$ cat src/rtl/pm_wake_pkg.sv
package pm_wake_pkg;
   localparam int REG_W   = 32;
   localparam int LANE_W  = 8;
   localparam int BE_W    = REG_W / LANE_W;
   localparam int STS_BIT = 15;
   localparam int EN_BIT  = 8;
   localparam int PS_LSB  = 0;

   typedef enum logic [1:0] {
      PS_D0  = 2'b00,
      PS_D1  = 2'b01,
      PS_BAD = 2'b10,
      PS_D3  = 2'b11
   } pstate_e;
endpackage

$ cat src/rtl/pm_csr_port.sv
module pm_csr_port #(
   parameter int ADDR_W   = 6,
   parameter int REG_ADDR = 16
) (
   input  logic              clk,
   input  logic              rst_n,
   input  logic              bus_valid,
   input  logic              bus_wr,
   input  logic              bus_more,
   input  logic [ADDR_W-1:0] bus_addr,
   output logic              wr_hit,
   output logic              rd_hit,
   output logic              bus_disc
);
   logic hold_q;
   logic beat_ok;
   logic addr_hit;

   assign beat_ok  = bus_valid && !hold_q;
   assign addr_hit = (bus_addr == ADDR_W'(REG_ADDR));
   assign wr_hit   = beat_ok && bus_wr && addr_hit;
   assign rd_hit   = beat_ok && !bus_wr && addr_hit;
   assign bus_disc = bus_valid && (hold_q || bus_more);

   always_ff @(posedge clk or negedge rst_n) begin
      if (!rst_n)                   hold_q <= 1'b0;
      else if (!bus_valid)          hold_q <= 1'b0;
      else if (beat_ok && bus_more) hold_q <= 1'b1;
   end

   AST_BURST_ONE_BEAT: assert property (@(posedge clk) disable iff (!rst_n)
      (beat_ok && bus_more) |=> (!bus_valid || !(wr_hit || rd_hit)));
endmodule

$ cat src/rtl/pm_wake_latch.sv
module pm_wake_latch #(
   parameter int NUM_PAT = 4
) (
   input  logic               clk,
   input  logic               rst_n,
   input  logic               clr,
   input  logic               wf_en,
   input  logic [NUM_PAT-1:0] wf_hit,
   input  logic               mp_en,
   input  logic               mp_hit,
   output logic               sts_q,
   output logic [NUM_PAT-1:0] wf_flag,
   output logic               mp_flag
);
   logic evt;
   assign evt = (wf_en && (|wf_hit)) || (mp_en && mp_hit);

   always_ff @(posedge clk or negedge rst_n) begin
      if (!rst_n)   sts_q <= 1'b0;
      else if (evt) sts_q <= 1'b1;
      else if (clr) sts_q <= 1'b0;
   end

   for (genvar i = 0; i < NUM_PAT; i++) begin : g_pat
      always_ff @(posedge clk or negedge rst_n) begin
         if (!rst_n)                   wf_flag[i] <= 1'b0;
         else if (wf_en && wf_hit[i])  wf_flag[i] <= 1'b1;
         else if (clr)                 wf_flag[i] <= 1'b0;
      end

      AST_FLAG_HOLD: assert property (@(posedge clk) disable iff (!rst_n)
         (!clr && !(wf_en && wf_hit[i])) |=> $stable(wf_flag[i]));
   end

   always_ff @(posedge clk or negedge rst_n) begin
      if (!rst_n)                mp_flag <= 1'b0;
      else if (mp_en && mp_hit)  mp_flag <= 1'b1;
      else if (clr)              mp_flag <= 1'b0;
   end

   AST_EVT_SETS_STS: assert property (@(posedge clk) disable iff (!rst_n)
      evt |=> sts_q);
   AST_CLR_EMPTIES: assert property (@(posedge clk) disable iff (!rst_n)
      (clr && !evt) |=> (!sts_q && !mp_flag && (wf_flag == '0)));
endmodule

$ cat src/rtl/pm_pstate.sv
module pm_pstate
   import pm_wake_pkg::*;
(
   input  logic    clk,
   input  logic    rst_n,
   input  logic    soft_rst,
   input  logic    wr_lo,
   input  logic    wr_hi,
   input  logic [1:0] wd_state,
   input  logic    wd_en,
   output pstate_e state_q,
   output logic    en_q
);
   pstate_e nxt_state;
   logic    d3_to_d0;

   always_comb begin
      nxt_state = state_q;
      if (wr_lo && (wd_state != PS_BAD)) nxt_state = pstate_e'(wd_state);
   end

   assign d3_to_d0 = (state_q == PS_D3) && (nxt_state == PS_D0);

   always_ff @(posedge clk or negedge rst_n) begin
      if (!rst_n) begin
         state_q <= PS_D0;
         en_q    <= 1'b0;
      end else if (soft_rst) begin
         state_q <= PS_D0;
         en_q    <= 1'b0;
      end else begin
         state_q <= nxt_state;
         if (d3_to_d0)   en_q <= 1'b0;
         else if (wr_hi) en_q <= wd_en;
      end
   end

   AST_STATE_LEGAL: assert property (@(posedge clk) disable iff (!rst_n)
      state_q != PS_BAD);
   AST_EN_DROP_D3_D0: assert property (@(posedge clk) disable iff (!rst_n)
      (wr_lo && (state_q == PS_D3) && (wd_state == PS_D0)) |=> !en_q);
endmodule

$ cat src/rtl/pm_wake_csr.sv
module pm_wake_csr
   import pm_wake_pkg::*;
#(
   parameter int ADDR_W   = 6,
   parameter int REG_ADDR = 16,
   parameter int NUM_PAT  = 4
) (
   input  logic               clk,
   input  logic               rst_n,
   input  logic               soft_rst,
   input  logic               bus_valid,
   input  logic               bus_wr,
   input  logic               bus_more,
   input  logic [ADDR_W-1:0]  bus_addr,
   input  logic [BE_W-1:0]    bus_be,
   input  logic [REG_W-1:0]   bus_wdata,
   output logic [REG_W-1:0]   bus_rdata,
   output logic               bus_disc,
   input  logic               wf_en,
   input  logic [NUM_PAT-1:0] wf_hit,
   input  logic               mp_en,
   input  logic               mp_hit,
   output logic [NUM_PAT-1:0] wf_flag,
   output logic               mp_flag,
   output logic               pme_n
);
   localparam int STS_LANE = STS_BIT / LANE_W;
   localparam int EN_LANE  = EN_BIT / LANE_W;
   localparam int PS_LANE  = PS_LSB / LANE_W;

   initial begin
      AST_PARAM_ADDR: assert (REG_ADDR >= 0 && REG_ADDR < (1 << ADDR_W));
      AST_PARAM_PAT:  assert (NUM_PAT >= 1 && NUM_PAT <= 16);
   end

   logic    wr_hit, rd_hit;
   logic    sts_q, en_q;
   pstate_e state_q;
   logic    clr;
   logic [REG_W-1:0] word;

   pm_csr_port #(.ADDR_W(ADDR_W), .REG_ADDR(REG_ADDR)) u_port (
      .clk(clk), .rst_n(rst_n), .bus_valid(bus_valid), .bus_wr(bus_wr),
      .bus_more(bus_more), .bus_addr(bus_addr), .wr_hit(wr_hit),
      .rd_hit(rd_hit), .bus_disc(bus_disc));

   assign clr = wr_hit && bus_be[STS_LANE] && bus_wdata[STS_BIT];

   pm_wake_latch #(.NUM_PAT(NUM_PAT)) u_latch (
      .clk(clk), .rst_n(rst_n), .clr(clr), .wf_en(wf_en), .wf_hit(wf_hit),
      .mp_en(mp_en), .mp_hit(mp_hit), .sts_q(sts_q), .wf_flag(wf_flag),
      .mp_flag(mp_flag));

   pm_pstate u_pstate (
      .clk(clk), .rst_n(rst_n), .soft_rst(soft_rst),
      .wr_lo(wr_hit && bus_be[PS_LANE]),
      .wr_hi(wr_hit && bus_be[EN_LANE]),
      .wd_state(bus_wdata[PS_LSB +: 2]), .wd_en(bus_wdata[EN_BIT]),
      .state_q(state_q), .en_q(en_q));

   always_comb begin
      word               = '0;
      word[STS_BIT]      = sts_q;
      word[EN_BIT]       = en_q;
      word[PS_LSB +: 2]  = state_q;
   end

   assign bus_rdata = rd_hit ? word : '0;
   assign pme_n     = !(sts_q && en_q);

   AST_MISS_READS_ZERO: assert property (@(posedge clk) disable iff (!rst_n)
      (bus_valid && !bus_wr && (bus_addr != ADDR_W'(REG_ADDR))) |-> (bus_rdata == '0));
   AST_PME_FOLLOWS: assert property (@(posedge clk) disable iff (!rst_n)
      ($rose(sts_q) && $stable(en_q) && en_q) |-> !pme_n);
endmodule

$ cat config.mk
export PLATFORM = sky130hd
export DESIGN_NAME = pm_wake_csr
export DESIGN_NICKNAME = d
export VERILOG_FILES = /design/src/rtl/pm_wake_pkg.sv /design/src/rtl/pm_csr_port.sv /design/src/rtl/pm_wake_latch.sv /design/src/rtl/pm_pstate.sv /design/src/rtl/pm_wake_csr.sv
export SDC_FILE = /design/constraint.sdc
export NUM_CORES = 1
export LEC_CHECK = 0
export CAP_MARGIN = 5
export CELL_PAD_IN_SITES_DETAIL_PLACEMENT = 1
export CELL_PAD_IN_SITES_GLOBAL_PLACEMENT = 1
export CORE_UTILIZATION = 17
export DETAILED_ROUTE_END_ITERATION = 7
export PLACE_DENSITY_LB_ADDON = 0.08
export SLEW_MARGIN = 20
export SYNTH_ARGS = -nofsm -noshare
export SYNTH_HDL_FRONTEND = slang
export SYNTH_SLANG_ARGS = --single-unit
$ cat constraint.sdc
create_clock -name clk -period 2.8 [get_ports clk]
set_input_delay 0.56 -clock clk [delete_from_list [all_inputs] [get_ports clk]]
set_output_delay 0.56 -clock clk [all_outputs]
set_load 0.005 [all_outputs]
# Word level (Yosys, flattened, before mapping)
# Index checks and enable logic that the tools add are counted.
# W data, S select, Z words.
[totals]
out_inout_bits = 39
word_cells = 61
regBits = 10
[op_classes]
n_reduce_logical = 33
n_mux = 15
eq_ne = 4
[op_table]
columns = ["operator", "n"]
rows = [
  ["$logic_and A1 B1 Y1", 19],
  ["$mux W16", 1],
  ["$mux W1", 12],
  ["$reduce_bool A2 Y1", 6],
  ["$eq A6 B5 Y1 const B", 1],
  ["$mux W2", 2],
  ["$reduce_or A4 Y1", 1],
  ["$logic_not A1 Y1", 3],
  ["$reduce_bool A3 Y1", 1],
  ["$eq A2 B2 Y1 const B", 1],
  ["$logic_not A2 Y1", 1],
  ["$logic_or A1 B1 Y1", 2],
  ["$ne A2 B1 Y1 const B", 1],
  ["$ne A2 B2 Y1 const B", 1],
]

# Longest topological paths before layout
# Gate-level depths: netlist of run 1.
[depth]
word_depth = 11
depth_mapped = 4
ltp_nobuf = 4

# Modules after synthesis
# Synthesis of run 1 repeated with hierarchy kept, for this count alone.
[hier_totals]
cells_unflattened = 81
hier_area_um2 = 726.9
[by_module_without_submodules]
columns = ["module", "seq_area_each_um2", "cells_each", "area_per_inst_um2", "instances"]
rows = [
  ["pm_wake_csr", 0.0, 37, 262.8, 1],
  ["pm_wake_latch", 150.1, 24, 240.2, 1],
  ["pm_pstate", 75.1, 12, 146.4, 1],
  ["pm_csr_port", 25.0, 8, 77.6, 1],
]

# Least setup slack after synthesis of run 1
# Ideal clock, no wire load.
[synth_path]
path_kind = "input -> output"
from = "input bus_addr[1]"
to = "output bus_rdata[0]"
arrival_ps = 1535
required_ps = 2240
slack_ps = 705
stages = 3
path_buffers = 0
path_cell_list = "or4_4 > nor3_1 > and2_1"
[synth_via]
elab_chain_cells = 3
[synth_rtl]
columns = ["element", "line", "rtl"]
rows = [
  ["from (decl)", "pm_wake_csr.sv:14", "input logic [ADDR_W-1:0] bus_addr,"],
  ["$eq A6 B5 Y1", "pm_csr_port.sv:20", "assign addr_hit = (bus_addr == ADDR_W'(REG_ADDR));"],
  ["$logic_and A1 B1 Y1", "pm_csr_port.sv:22", "assign rd_hit = beat_ok && !bus_wr && addr_hit;"],
  ["$mux W16", "pm_wake_csr.sv:68", "assign bus_rdata = rd_hit ? word : '0;"],
  ["to (decl)", "pm_wake_csr.sv:17", "output logic [REG_W-1:0] bus_rdata,"],
]
# No other way between the ends.

# Worst setup path after layout of run 1
[layout_path]
from = "input bus_addr[2]"
to = "output bus_rdata[1]"
# The elaborated chain is that of the path after synthesis.

==> flow_metrics.py, run 1 <==
metrics = {
    "clock_tree": {
        "root_buffer": "clkbuf_8",
        "worstSkewPairLatency_ns": 0.23,
        "holdBufCountCts": 0,
        "cts_sinks": 10,
        "clk_pin_slew_worst_paths_ns": 0.05,
        "cts_buffers": 3,
        "cts_buffer_depth": 2,
        "htree_levels": 1,
        "tritoncts": "done",
    },
    "die": {
        "initial_core_util": 0.178,
        "dieArea_mm2": 0.00445,
        "boundaryPins": 94,
        "die_x_um": 66.7,
        "core-area_mm2": 0.00400,
        "placement_rows": 23,
        "die_h_um": 66.7,
    },
    "place": {
        "gp_congestion": 0.640,
        "postPlaceCellArea_mm2": 0.00104,
        "io_buffer_count": 35,
        "placed_cells": 156,
        "dpl.hpwl_um": 1450,
    },
    "timing": {
        "report.final.slew_viol_count": 0,
        "grt_setup_unrepaired": "false",
        "period_share": 0.961,
        "period_needed_ns": 2.69,
        "hold_violations": 0,
        "fmax_mhz": 371,
        "setup_viol": 0,
        "skew_ns": 0.00221,
    },
    "pwr": {
        "p_clk_frac": 0.461,
        "switching_share": 0.215,
        "vdd_drop_max_mv": 0.158,
        "seq_power_share": 0.375,
        "power_density_mw_per_mm2": 356,
        "power.leakage_nw": 0.477,
        "combPwrFrac": 0.163,
        "p_int_mw": 0.307,
        "switchingPower_mw": 0.0841,
    },
    "drt": {
        "drcViolationCount": 0,
        "wl_per_cell_um": 10.6,
        "dr.pass1.iters": 2,
        "vias_per_cell": 3.38,
        "routed_wl_um": 1710,
        "ant_nets": 0,
        "drt_iter0_drc": 12,
        "dr_total_vias": 544,
    },
    "synthesis": {
        "ys_ff_latch": 10,
        "synth_area_leader_cell": "dfrtp_1",
        "synth_edf_count": 0,
        "async_reset_ff_frac": 1.00,
        "synthCells": 69,
        "ys_seq_area_frac": 0.351,
        "synth_cell_type_count": 19,
        "synth_ff_type": "dfrtp_1",
        "synth.cell_area_um2": 712,
        "yosysMostFrequentCell": "buf_4",
        "ys_warn_count": 0,
        "synth_area_per_cell_um2": 10.3,
        "synthTopCellsByArea": "dfrtp_1 35%, buf_4 30%, a22o_1 6.2%, mux2i_1 4.2%, a2111oi_4 3.9%",
        "synth.top_cell.area_share": 0.351,
        "synth_common_cells": "28 x buf_4, 10 x dfrtp_1, 5 x a22o_1, 4 x and2_1",
    },
    "global_route": {
        "grt_first_pass_wirelength_um": 2480,
        "grt_pass1_vias": 511,
        "grt_max_degree": 11,
        "grt_use_total": 0.0780,
        "antenna_found_initial": 0,
        "gr-total-overflow": 0,
    },
    "setup_path": {
        "critPathKind": "primary input to output pin",
        "cp-start-kind": "primary input",
        "reg2regPathDepth": 5,
        "end_kind": "output pin",
        "worstPathRequired_ns": 2.24,
        "cp.arrival_ns": 2.13,
        "crit_path_max_fanout": 4,
    },
    "finish": {
        "drive_gt1_frac": 0.135,
        "diodes": 0,
        "final_area_mm2": 0.00110,
        "layout-area-overhead-vs-synth_pct": 54.5,
        "nNetsFinal": 167,
        "instances_no_fill": 161,
    },
    "hold_path": {
        "min_path_cells": 1,
        "min-delay-path-class": "flip-flop to flip-flop",
    },
    "job": {
        "cap_violations": 0,
    },
    "outcome": {
        "status": "finished clean",
    },
}
layout make-up:
| cell class | count | area (µm²) |
|---|---|---|
| Clock buffer | 4 | 55.1 |
| Fill cell | 462 | 2900 |
| Inverter | 1 | 3.75 |
| Multi-Input combinational cell | 57 | 354 |
| Sequential cell | 10 | 250 |
| Tap cell | 50 | 62.6 |
| Timing Repair Buffer | 39 | 374 |
power groups by stage:
stage          registers [mW]  logic, mW  clock network (mW)
2_1_floorplan           0.149     0.0454                   0
3_3_place_gp            0.149     0.0637                   0
3_5_place_dp            0.149     0.0635                   0
4_1_cts                 0.147     0.0641               0.190
5_1_grt                 0.147     0.0705               0.195
6_report                0.147     0.0639               0.181
logic make-up after synthesis:
logic type	share of synthesized area
other	0.00527
multiplexers	0.0422
buffers and inverters	0.301
AND/OR/NAND/NOR	0.135
flip-flops	0.351
AO/OA/AOI/OAI	0.165
worst paths after layout:
path                                    start                   to  slack (ns)
setup / recovery                  bus_addr[2]         bus_rdata[1]        0.11
hold / removal             u_latch.wf_flag[3]   u_latch.wf_flag[3]        0.50
setup reg to reg                u_port.hold_q        u_latch.sts_q        1.10
hold reg to reg            u_latch.wf_flag[3]   u_latch.wf_flag[3]        0.50
max in group asynchronous               rst_n   u_latch.wf_flag[3]        1.84
min in group asynchronous               rst_n  u_pstate.state_q[1]        0.65
critical path, stage by stage:
cell and delay [ns]:
clkdlybuf4s50_1 0.40, or4_4 0.54, nor3_2 0.16, buf_4 0.14, and2_1 0.11, dlygate4sd2_1 0.22
per-layer routing:
layer,wire length (µm),vias up,global-route usage
li1,-,266,-
met1,685,247,0.0938
met3,136,2,0.0325
met5,0,-,0
met2,873,29,0.129
met4,17,0,0.0160
sequential cells by signal (all words and copies together), names as in the netlist:
signal	cells
u_latch.wf_flag	4
u_pstate.state_q	2
u_pstate.en_q	1
u_port.hold_q	1
u_latch.sts_q	1
u_latch.mp_flag	1
what timing repair did:
item                                    CTS  global route
endpoints found under the setup margin    4             3
pin swaps                                 1             2
hold endpoints to repair                  0             0
buffers inserted                          2             0
gates resized for setup                   8             2
through the flow:
stage	utilization	power, mW	worst slack, ns	hold slack, ns	setup TNS, ns
2_1_floorplan	-	0.195	0.705	0.264	0
3_3_place_gp	0.260	0.213	-0.233	0.485	-0.871
3_5_place_dp	0.260	0.213	-0.244	0.488	-0.910
4_1_cts	0.276	0.401	0.0410	0.501	0
5_1_grt	0.275	0.412	0.0230	0.526	0
6_report	0.275	0.391	0.108	0.498	0
placed cells by master, fill, tap and decap left out, types with 2 or more instances in the layout:
| cell | count |
|---|---|
| o21a_1 | 2 |
| clkdlybuf4s15_1 | 2 |
| nand2_1 | 3 |
| dfrtp_1 | 10 |
| mux2i_1 | 3 |
| clkbuf_8 | 4 |
| a22o_1 | 5 |
| nor3_2 | 2 |
| and2_1 | 4 |
| buf_4 | 4 |
| clkdlybuf4s50_1 | 31 |
| conb_1 | 28 |
| nor2_1 | 3 |
No activity file was read; power rests on OpenSTA's default activity.
==> inputs of run 2 (changes only) <==
- CORE_ASPECT_RATIO: unset -> 1.75
- CORE_UTILIZATION: 17 -> 14
- clock period: 2.8 -> 2.2 ns (I/O delays scaled with it)
==> run 2 against run 1 <==
Compared with the run above:
- via count increased by 8.6%
- clock-buffer cell count decreased by 1
- wire length increased by 14%
- first-iteration DRC count decreased by 33%
==> flow_metrics.py, run 2 (synthesized netlist as in run 1, its figures left out) <==
metrics = {
    "setup_path": {
        "max_stage_delay_ns": 0.55,
        "critPathKind": "primary input to output pin",
        "crit_path_max_fanout": 3,
        "cp-start-kind": "primary input",
        "critPathSlowestCell": "or4_4",
        "end_kind": "output pin",
        "cp.arrival_ns": 1.69,
        "worstPathRequired_ns": 1.76,
        "worstPathCellList": "dlygate4sd2_1, or4_4, nor3_4, buf_4, and2_1, buf_2",
    },
    "die": {
        "boundaryPins": 94,
        "dieArea_mm2": 0.00539,
        "initial_core_util": 0.144,
        "die_x_um": 55.9,
        "placement_rows": 34,
        "die_h_um": 96.3,
        "core-area_mm2": 0.00493,
    },
    "global_route": {
        "gr-total-overflow": 0,
        "grt_max_degree": 11,
        "grt_use_total": 0.0756,
        "grt_first_pass_wirelength_um": 3060,
        "grt_pass1_vias": 614,
        "antenna_found_initial": 0,
    },
    "timing": {
        "skew_ns": 0.000474,
        "period_share": 0.970,
        "whs_ns": 0.497,
        "setup_ws_ns": 0.0657,
        "setup_viol": 0,
        "finalSetupTns_ns": 0,
        "period_needed_ns": 2.13,
        "report.final.slew_viol_count": 0,
        "fmax_mhz": 469,
        "grt_setup_unrepaired": "false",
        "slew_headroom": 0.662,
        "hold_violations": 0,
        "worstMarginPinSlew_ns": 0.505,
    },
    "pwr": {
        "combPwrFrac": 0.182,
        "seq_power_share": 0.404,
        "power_density_mw_per_mm2": 409,
        "vdd_drop_max_mv": 0.167,
        "switching_share": 0.235,
        "p_clk_frac": 0.414,
        "p_int_mw": 0.354,
        "switchingPower_mw": 0.109,
        "power.leakage_nw": 0.506,
    },
    "place": {
        "io_buffer_count": 35,
        "dpl.hpwl_um": 1690,
        "postPlaceCellArea_mm2": 0.00107,
        "gp_congestion": 0.691,
        "pre_cts_ws_ns": -0.605,
    },
    "drt": {
        "dr.pass1.iters": 2,
        "vias_per_cell": 3.50,
        "routed_wl_um": 1960,
        "drt_iter0_drc": 8,
        "dr_total_vias": 591,
        "ant_nets": 0,
        "wl_per_cell_um": 11.6,
        "drcViolationCount": 0,
    },
    "finish": {
        "diodes": 0,
        "largestRegisters": "u_latch.wf_flag x4, u_pstate.state_q x2",
        "nNetsFinal": 172,
        "drive_gt1_frac": 0.200,
        "layout-area-overhead-vs-synth_pct": 59.1,
        "top_register": "u_latch.wf_flag",
        "layout.cells.most_common_list": "28 x conb_1, 27 x clkdlybuf4s50_1, 10 x dfrtp_1",
        "final_common_cell": "conb_1",
        "largest_register_ffs": 4,
        "nFillCells": 583,
        "final_area_mm2": 0.00113,
    },
    "clock_tree": {
        "holdBufCountCts": 0,
        "cts_buffers": 3,
        "tritoncts": "done",
        "cts_sinks": 10,
        "clk_pin_slew_worst_paths_ns": 0.05,
        "worstSkewPairLatency_ns": 0.23,
        "root_buffer": "clkbuf_8",
        "htree_levels": 1,
        "cts_buffer_depth": 2,
    },
    "hold_path": {
        "min-delay-path-class": "flip-flop to flip-flop",
    },
    "job": {
        "cap_violations": 0,
    },
    "outcome": {
        "status": "finished clean",
    },
}
run 2: repair_timing:
| item | in CTS | in global routing |
|---|---|---|
| setup buffers | 3 | 0 |
| resized for setup | 19 | 4 |
| pin swaps | 5 | 0 |
| setup endpoints to repair | 4 | 2 |
run 2: worst max-delay path, delay by kind of cell:
kind | cells | cell delay, ns
buffers and inverters | 3 | 0.47
and+or+nand+nor | 3 | 0.79
run 2: path summary, 6_finish.rpt:
check | startpoint | end | slack (ns) | cells past startpoint
setup / recovery | bus_addr[2] | bus_rdata[15] | 0.07 | 6
hold / removal | u_latch.wf_flag[2] | u_latch.wf_flag[2] | 0.50 | 1
setup reg to reg | u_port.hold_q | u_latch.wf_flag[0] | 0.54 | 6
hold reg to reg | u_latch.wf_flag[2] | u_latch.wf_flag[2] | 0.50 | 1
max in group asynchronous | rst_n | u_pstate.state_q[0] | 1.32 | 1
min in group asynchronous | rst_n | u_latch.wf_flag[2] | 0.55 | 1
run 2: cell type report:
| cell class | instances | area [µm²] | area share |
|---|---|---|---|
| timing repair buffer | 44 | 404 | 0.357 |
| multi-input combinational | 57 | 365 | 0.323 |
| sequential | 10 | 250 | 0.221 |
| tap | 54 | 67.6 | 0.0597 |
| clock buffer | 3 | 41.3 | 0.0365 |
| inverter | 1 | 3.75 | 0.00331 |
run 2: per-layer routing:
metal  up-vias  GRT usage  routed length [µm]
met3         2     0.0228                 178
li1        275          -                   -
met2        41      0.137                1010
met1       273     0.0822                 754
met5         -          0                   0
met4         0     0.0305                  10
run 2: through the flow:
| stage | power, mW | utilization | instances |
|---|---|---|---|
| after floorplan | 0.248 | - | 96 |
| after global placement | 0.275 | 0.218 | 164 |
| after detailed placement | 0.275 | 0.218 | 164 |
| after CTS | 0.471 | 0.227 | 169 |
| after global routing | 0.486 | 0.229 | 169 |
| final | 0.463 | 0.229 | 169 |
run 2: power by group through the flow:
stage | logic (mW) | registers (mW) | clock network (mW)
global placement | 0.0855 | 0.190 | 0
finish | 0.0842 | 0.187 | 0.191
detailed placement | 0.0847 | 0.190 | 0
global route | 0.0925 | 0.187 | 0.206
CTS | 0.0847 | 0.187 | 0.199
floorplan | 0.0578 | 0.190 | 0
